File: config.mk
export PLATFORM = sky130hd
export DESIGN_NAME = cond_alu
export DESIGN_NICKNAME = d
export VERILOG_FILES = /design/src/rtl/cond_alu.sv
export SDC_FILE = /design/constraint.sdc
export NUM_CORES = 1
export LEC_CHECK = 0
export ABC_AREA = 0
export BUFFER_PORTS_ARGS = -buffer_cell sky130_fd_sc_hd__buf_2
export CORE_MARGIN = 10
export CORE_UTILIZATION = 55
export CTS_CLUSTER_SIZE = 10
export DETAILED_ROUTE_END_ITERATION = 8
export PLACE_DENSITY = 0.86
export REMOVE_ABC_BUFFERS = 1
export SLEW_MARGIN = 20
export SYNTH_ARGS = -nofsm -noshare
export SYNTH_HDL_FRONTEND = slang
export SYNTH_SLANG_ARGS = --single-unit
File: constraint.sdc
create_clock -name clk -period 7.7 [get_ports clk]
set_clock_uncertainty 0.15 [all_clocks]
set_input_delay 0.385 -clock clk [delete_from_list [all_inputs] [get_ports clk]]
set_output_delay 0.385 -clock clk [all_outputs]
set_load 0.02 [all_outputs]
File: src/rtl/cond_alu.sv
module cond_alu #(
  parameter int W    = 64,
  parameter int OFFW = 8
) (
  input  logic            clk,
  input  logic            rst_n,
  input  logic            op_valid,
  input  logic [3:0]      opcode,
  input  logic [W-1:0]    opnd_x,
  input  logic [W-1:0]    opnd_y,
  input  logic [W-1:0]    ip,
  input  logic [OFFW-1:0] offset,
  output logic [W-1:0]    result,
  output logic            wr_en,
  output logic [3:0]      flags,
  output logic            taken,
  output logic [W-1:0]    target
);
  localparam logic [3:0] OP_ADD  = 4'd1;
  localparam logic [3:0] OP_SUB  = 4'd2;
  localparam logic [3:0] OP_AND  = 4'd3;
  localparam logic [3:0] OP_CMP  = 4'd4;
  localparam logic [3:0] OP_TEST = 4'd5;
  localparam logic [3:0] OP_JZ   = 4'd6;
  localparam logic [3:0] OP_JS   = 4'd7;
  localparam logic [3:0] OP_JMP  = 4'd8;

  logic [W:0]   sum_ext, dif_ext;
  logic [W-1:0] alu_val;
  logic         c_nxt, o_nxt, sets_flags;

  assign sum_ext = {1'b0, opnd_x} + {1'b0, opnd_y};
  assign dif_ext = {1'b0, opnd_y} - {1'b0, opnd_x};

  always_comb begin
    alu_val = '0;
    c_nxt   = 1'b0;
    o_nxt   = 1'b0;
    case (opcode)
      OP_ADD: begin
        alu_val = sum_ext[W-1:0];
        c_nxt   = sum_ext[W];
        o_nxt   = (opnd_x[W-1] == opnd_y[W-1]) && (alu_val[W-1] != opnd_x[W-1]);
      end
      OP_SUB, OP_CMP: begin
        alu_val = dif_ext[W-1:0];
        c_nxt   = dif_ext[W];
        o_nxt   = (opnd_x[W-1] != opnd_y[W-1]) && (alu_val[W-1] != opnd_y[W-1]);
      end
      OP_AND, OP_TEST: alu_val = opnd_x & opnd_y;
      default: ;
    endcase
  end

  assign sets_flags = op_valid && (opcode >= OP_ADD) && (opcode <= OP_TEST);

  always_ff @(posedge clk or negedge rst_n)
    if (!rst_n)          flags <= 4'b0000;
    else if (sets_flags) flags <= {o_nxt, alu_val[W-1], c_nxt, alu_val == '0};

  assign result = alu_val;
  assign wr_en  = op_valid && (opcode == OP_ADD || opcode == OP_SUB || opcode == OP_AND);
  assign taken  = op_valid && ((opcode == OP_JZ && flags[0]) ||
                               (opcode == OP_JS && flags[2]) ||
                               (opcode == OP_JMP));
  assign target = ip + {{(W-OFFW){offset[OFFW-1]}}, offset};

  AST_FLAGS_HOLD: assert property (@(posedge clk) disable iff (!rst_n)
    !(op_valid && opcode >= OP_ADD && opcode <= OP_TEST) |=> $stable(flags));
  AST_ZF_FROM_RESULT: assert property (@(posedge clk) disable iff (!rst_n)
    (op_valid && opcode >= OP_ADD && opcode <= OP_TEST) |=> flags[0] == ($past(result) == '0));
  AST_LOGIC_CLEARS_CO: assert property (@(posedge clk) disable iff (!rst_n)
    (op_valid && (opcode == OP_AND || opcode == OP_TEST)) |=> !flags[1] && !flags[3]);
  AST_NO_WRITE_ON_COMPARE: assert property (@(posedge clk) disable iff (!rst_n)
    (opcode == OP_CMP || opcode == OP_TEST || !op_valid) |-> !wr_en);
  AST_JZ_FOLLOWS_ZF: assert property (@(posedge clk) disable iff (!rst_n)
    (op_valid && opcode == OP_JZ) |-> taken == flags[0]);
  AST_JMP_ALWAYS: assert property (@(posedge clk) disable iff (!rst_n)
    (op_valid && opcode == OP_JMP) |-> taken);
endmodule

# Word-level counts from Yosys, hierarchy flattened
# Cells that the tools add are included.
totals:
  ff_bits: 4
  out_inout_bits: 134
op_classes:
  muxes: 3
  n_reduce_logical: 15
  bitwise_logic: 1
  n_lt_le_gt_ge: 2
  eq_ne: 12
  add_sub_neg: 3
ops:
  columns: ["cell", "count"]
  rows:
  - ["$pmux 64 s3", 1]
  - ["$add 64x64->65", 1]
  - ["$sub 64x64->65", 1]
  - ["$add 64x64->64", 1]
  - ["$and 64x64->64", 1]
  - ["$logic_not 64->1", 1]
  - ["$eq 4x3->1 const B", 4]
  - ["$eq 4x2->1 const B", 2]
  - ["$logic_and 1x1->1", 8]
  - ["$eq 4x1->1 const B", 1]
  - ["$eq 4x4->1 const B", 1]
  - ["$ge 4x1->1 const B", 1]
  - ["$le 4x3->1 const B", 1]
  - ["$logic_or 1x1->1", 4]
  - ["$pmux 1 s2", 2]
  - ["$reduce_or 2->1", 2]
  - ["$ne 1x1->1", 3]
  - ["$eq 1x1->1", 1]

# Logic depth before layout (Yosys ltp)
depth:
  depth_word: 5
  mapped_depth: 18
  mapped_depth_nobuf: 17

# Least setup slack after synthesis
# No wires, ideal clock.
synth_timing:
  kind: "input to register"
  from: "input port opnd_x[0]"
  to: "register flags[0]"
  setup_ns: 0.077
  required_ns: 7.473
  setup_slack_ns: 3.182
  path_stages: 17
  path_buffers: 0
  arrival_time_ns: 4.291
  cell_sequence: "ha_1 -> inv_1 -> fa_1 -> nor3_2 -> o31ai_4 -> a2111oi_4 -> nor4_4 -> or3_4 -> mux2i_1 -> or4_1 -> nor4bb_1 -> nand4b_1 -> nor4bb_1 -> nand4_1 -> nor4_1 -> nand4bb_1 -> o21ai_1"
synth_via:
  elab_chain_len: 3
synth_lines:
  columns: ["item", "line", "source"]
  rows:
  - ["from (decl)", "9", "input logic [W-1:0] opnd_x,"]
  - ["$sub 64x64->65 / $add 64x64->65 (equally long branches)", "33, 32", null]
  - ["$pmux 64 s3 (*)", "39", "case (opcode)"]
  - ["via result[30]", "13", "output logic [W-1:0] result,"]
  - ["$logic_not 64->1 (*)", "59", "else if (sets_flags) flags <= {o_nxt, alu_val[W-1], c_nxt, alu_val == '0};"]
  - ["to (signal assigned)", "59", null]
  - ["to (decl)", "15", "output logic [3:0] flags,"]
# Mark *: on every way through the listed nets, which the timed path passes. The rest lies on a longest branch.
# A chain may end at the register's enable or synchronous reset.

# Worst setup path after layout
layout_timing:
  from: "input port opnd_x[0]"
  to: "register flags[0]"
layout_via:
  elab_chain_len: 3
layout_lines:
  columns: ["item", "line", "source"]
  rows:
  - ["$sub 64x64->65 (tied with other cells)", "33", "assign dif_ext = {1'b0, opnd_y} - {1'b0, opnd_x};"]
  - ["$pmux 64 s3 (*)", "39", null]
  - ["$logic_not 64->1 (*)", "59", null]
# Every way passes the cells marked *; elsewhere a longest branch is shown, timed or not.

==> run summary <==
For the initial antenna violation count, the log shows 2. The via-per-instance ratio works out to 6.97. The initial utilization of the core area, before any placement, comes to 55.8%. In the final layout, the registers with the most flip-flops are flags: 4 flops. The number of global-route vias before repair came out at 17,600. Along the worst path, the maximum fanout reaches 3. The run gives 0 as the warning count from the yosys run. The average instance in the mapped netlist occupies 6.57 µm². STA classifies the critical path startpoint as an input pin. In the final layout, the multi-input gates occupy 12,900 µm². After floorplanning, the core was divided into 58 placement rows.

The run gives 63,000 µm as the sum of routed wire length over all layers. Setup repair after global routing left no endpoint under its margin. H-tree depth: 1. Clock tree synthesis inserted a total of 3 buffers. The layout has 2,398 filler cells. In the global route stage, met1 resource usage came out at 46.8%. Data on the critical path is required at its endpoint by 7.71 ns. The critical path in this run is classified as input pin to register. The parity-gate share of the synthesized area counting xor and xnor cells was 5.48%. For this design the static power due to leakage is 7.36 nW.

After synthesis, the largest family of logic cells by area is compound AO/OA/AOI/OAI gates. The core region is 25,200 µm². IR analysis of the VDD net gives a maximum drop of 0.0962 mV.

The final global-route overflow total was 0; the area share of fa/ha/maj cells after synthesis was 17.4%. Before antenna repair, the detailed router went through 7 iterations. The die covers 32,300 µm².

The tools report the number of instances in the synthesized netlist as 2,139. In the final timing run, aggregate negative setup slack is 0 ns. The maximum buffer depth of the clock tree is 2. The detailed router finished its first iteration with 2,814 violations. The synthesized design contains 4 register bits. The share of synthesized cell area in and, or, nand and nor gates came out at 26.0%.

341 I/O pins were placed. TritonCTS built the clock tree. The register with the most flip-flops was flags.

For the max-cap check violation count, the log shows 0. During placement, the flow inserted port buffers numbering 340. The library cells used most frequently in the layout, excluding fill and tap cells, are 340 x sky130_fd_sc_hd__buf_2, 224 x sky130_fd_sc_hd__a21oi_1, 191 x sky130_fd_sc_hd__ha_1. The worst setup path is captured at a register.

Core utilization of the finished layout: 63.3%. Signal arrival time at the worst endpoint: 5.79 ns. The highest-utilization routing layer at the global route stage was met2.

Counting flops with a built-in enable in the synthesized netlist gives 0. Clock-pin slew was measured on the worst setup and hold paths at 0.04 ns. The run gives 56.1% as the global-route track usage on met2. The maximum number of pins on one net before global-route repair came out at 63.

The register with the most flip-flops in the layout has 4 of them. The detail route stage leaves a number of antenna-violating nets equal to 0. Main flop type after synthesis: sky130_fd_sc_hd__dfrtp_1. Met3 capacity usage during global routing: 5.74%. The die width was 180 µm; the number of distinct library cell variants in the gate-level netlist after synthesis was 103. Once the clock tree was built, the setup fixing pass inserted 0 buffers. For this run, design rule violations remaining after detail routing come to 0.

The total routing resource utilization after global routing is 35.5%, and the final number of setup-violating endpoints is 0. The logs give 0 for the final hold violation count and 28.8% for the worst slew margin relative to its limit. The sequential cell area fraction in the yosys report is 0.713%. For the max-slew violation count, the log shows 0. The class of the tightest hold or removal check is input pin to async pin. The proportion of synthesized flip-flops having asynchronous set or reset was 100%.

The actual slew at the worst max-slew pin works out to 1.05 ns. For the finished layout, the period the worst path requires is 5.77 ns. For this block, the via count after detailed routing is 19,000. For the combined area of all synthesized cells, the log shows 14,000 µm². The synthesized netlist devotes 41.9% of its cell area to compound gates. The tools report the buffer cell driving the clock tree root as sky130_fd_sc_hd__clkbuf_16. The wire length of the first global-routing pass is 97,600 µm.

In the final design database the tool counted 2,791 nets. After detailed routing, the average wire length per cell comes to 23.2 µm. The multiplexer area fraction after synthesis is 1.02%, and the share of the clock period used by the worst path is 75.0%.

Static timing analysis puts the maximum clock frequency at 173 MHz. Weighted congestion reported at the end of routability-driven placement: 1.11. The library cell used most frequently in the layout, excluding fill and tap cells, is sky130_fd_sc_hd__buf_2. The flow ran to the end, and the final reports show no timing, DRC or antenna violations. For the worst-skew pair, the clock arrives at the later sink with an insertion delay of 0.23 ns. The layout cell share with drive strength beyond 1 was 17.3%. Clock tree synthesis found a total of 4 sinks.

The signed area change from the synthesized netlist to the final layout is 13.4%. Detailed placement finished with a half-perimeter wire length of 51,100 µm. Registers take 100 µm².

Power spread over the standard cell area amounts to 109 nW/µm². The die is 180 µm tall. The number of cell instances on the worst register-to-register path was 1.
cells by family (layout without fill, tap and decap cells):
logic type,after synthesis,in the layout
DFF,4,4
and+or+nand+nor,719,719
AOI/OAI and AO/OA,851,851
adders and majority gates,194,194
buffers and inverters,270,519
other,0,2
xor gates and xnor gates,87,87
muxes,14,14
stage by stage:
stage               instance area, µm²  total power, W  worst slack, ns  cells  hold slack [ns]
finish                           15900         0.00173             1.93   2720            0.356
floorplan                        13600         0.00108            0.688   2032          -0.0606
global route                     15900         0.00183             1.71   2720            0.381
CTS                              15900         0.00168             2.11   2718            0.362
detailed placement               15800         0.00158             1.91   2714           0.0622
global placement                 15800         0.00157             1.94   2714           0.0590
what timing repair did:
action	in CTS	in global routing
setup endpoints to repair	0	0
hold buffers	1	0
resized for setup	0	0
hold endpoints to repair	4	0
worst paths after layout:
kind | start | endpoint | slack (ns)
min in group clk | flags[1]$_DFFE_PN0P_ | flags[1]$_DFFE_PN0P_ | 0.50
worst max-delay path | opnd_x[0] | flags[0]$_DFFE_PN0P_ | 1.93
worst max register to register | flags[2]$_DFFE_PN0P_ | flags[2]$_DFFE_PN0P_ | 6.67
worst min-delay path | rst_n | flags[0]$_DFFE_PN0P_ | 0.36
max in group asynchronous | rst_n | flags[3]$_DFFE_PN0P_ | 6.89
worst min register to register | flags[1]$_DFFE_PN0P_ | flags[1]$_DFFE_PN0P_ | 0.50
area by class of cell:
cell class	instances	area share [%]
antenna	2	0.0314
clock buffer	3	0.471
inverter	163	3.84
multi-input combinational	1865	81.1
sequential	4	0.628
tap	330	2.59
timing repair buffer	353	11.3
report_power, final:
part	leakage (nW)	internal (W)	switching, W
combinational	7.27	0.000553	0.00106
sequential	0.0503	0.0000244	0.00000711
clock	0.0370	0.0000670	0.0000209
total	7.36	0.000645	0.00108
cells in the mapped netlist (10+ instances only):
cell                        instances  share of area [%]
sky130_fd_sc_hd__a21oi_1          224                8.0
sky130_fd_sc_hd__ha_1             191                 17
sky130_fd_sc_hd__nand2_1          170                4.5
sky130_fd_sc_hd__nor2_1           170                4.5
sky130_fd_sc_hd__inv_1            159                4.2
sky130_fd_sc_hd__o21ai_0          124                4.4
sky130_fd_sc_hd__clkbuf_1          78                2.1
sky130_fd_sc_hd__a21o_1            68                3.6
sky130_fd_sc_hd__xnor2_1           66                4.1
sky130_fd_sc_hd__nor3_1            60                2.1
sky130_fd_sc_hd__nand3_1           50                1.8
sky130_fd_sc_hd__nand4_1           43                1.9
sky130_fd_sc_hd__nor4_1            41                1.8
sky130_fd_sc_hd__o21bai_1          41                2.2
sky130_fd_sc_hd__o31ai_1           38                2.0
sky130_fd_sc_hd__a31oi_1           37                1.6
sky130_fd_sc_hd__o211ai_1          34                1.8
sky130_fd_sc_hd__nor2b_1           31                1.4
sky130_fd_sc_hd__and3_1            30                1.3
sky130_fd_sc_hd__nand2b_1          28                1.2
sky130_fd_sc_hd__a211oi_1          25                1.3
sky130_fd_sc_hd__o21a_1            25                1.3
sky130_fd_sc_hd__a221oi_1          24                1.5
sky130_fd_sc_hd__xor2_1            20                1.2
sky130_fd_sc_hd__a221o_1           17                1.2
sky130_fd_sc_hd__buf_2             17               0.61
sky130_fd_sc_hd__and2_1            16               0.71
sky130_fd_sc_hd__o221ai_1          16                1.0
sky130_fd_sc_hd__or3_1             15               0.67
sky130_fd_sc_hd__o31a_1            14               0.87
sky130_fd_sc_hd__a22oi_1           12               0.64
sky130_fd_sc_hd__buf_1             11               0.29
sky130_fd_sc_hd__mux2i_1           11               0.78
sky130_fd_sc_hd__o2111ai_1         10               0.62
sky130_fd_sc_hd__or4_1             10               0.53
critical path, stage by stage:
cell	delay, ns
sky130_fd_sc_hd__buf_2	0.10
sky130_fd_sc_hd__ha_1	0.20
sky130_fd_sc_hd__inv_1	0.07
sky130_fd_sc_hd__fa_1	0.43
sky130_fd_sc_hd__nor3_2	0.29
sky130_fd_sc_hd__nor3_1	0.11
sky130_fd_sc_hd__a221o_1	0.31
sky130_fd_sc_hd__a22o_1	0.24
sky130_fd_sc_hd__or4_1	0.62
sky130_fd_sc_hd__or4_1	0.54
sky130_fd_sc_hd__nor4_1	0.51
sky130_fd_sc_hd__nand4b_1	0.26
sky130_fd_sc_hd__nor4bb_1	0.82
sky130_fd_sc_hd__nand4_1	0.27
sky130_fd_sc_hd__nor4_1	0.39
sky130_fd_sc_hd__nand4bb_1	0.14
sky130_fd_sc_hd__o21ai_1	0.09
layer usage:
metal  vias to the layer above  routed length, µm  part of all wire [%]
met3                       288               6840                    11
met2                      1356              27400                    43
li1                       8628                  -                     -
met1                      8679              25500                    40
met4                         0               3280                   5.2
met5                         -                  0                     0
No activity file was read; power rests on OpenSTA's default activity.
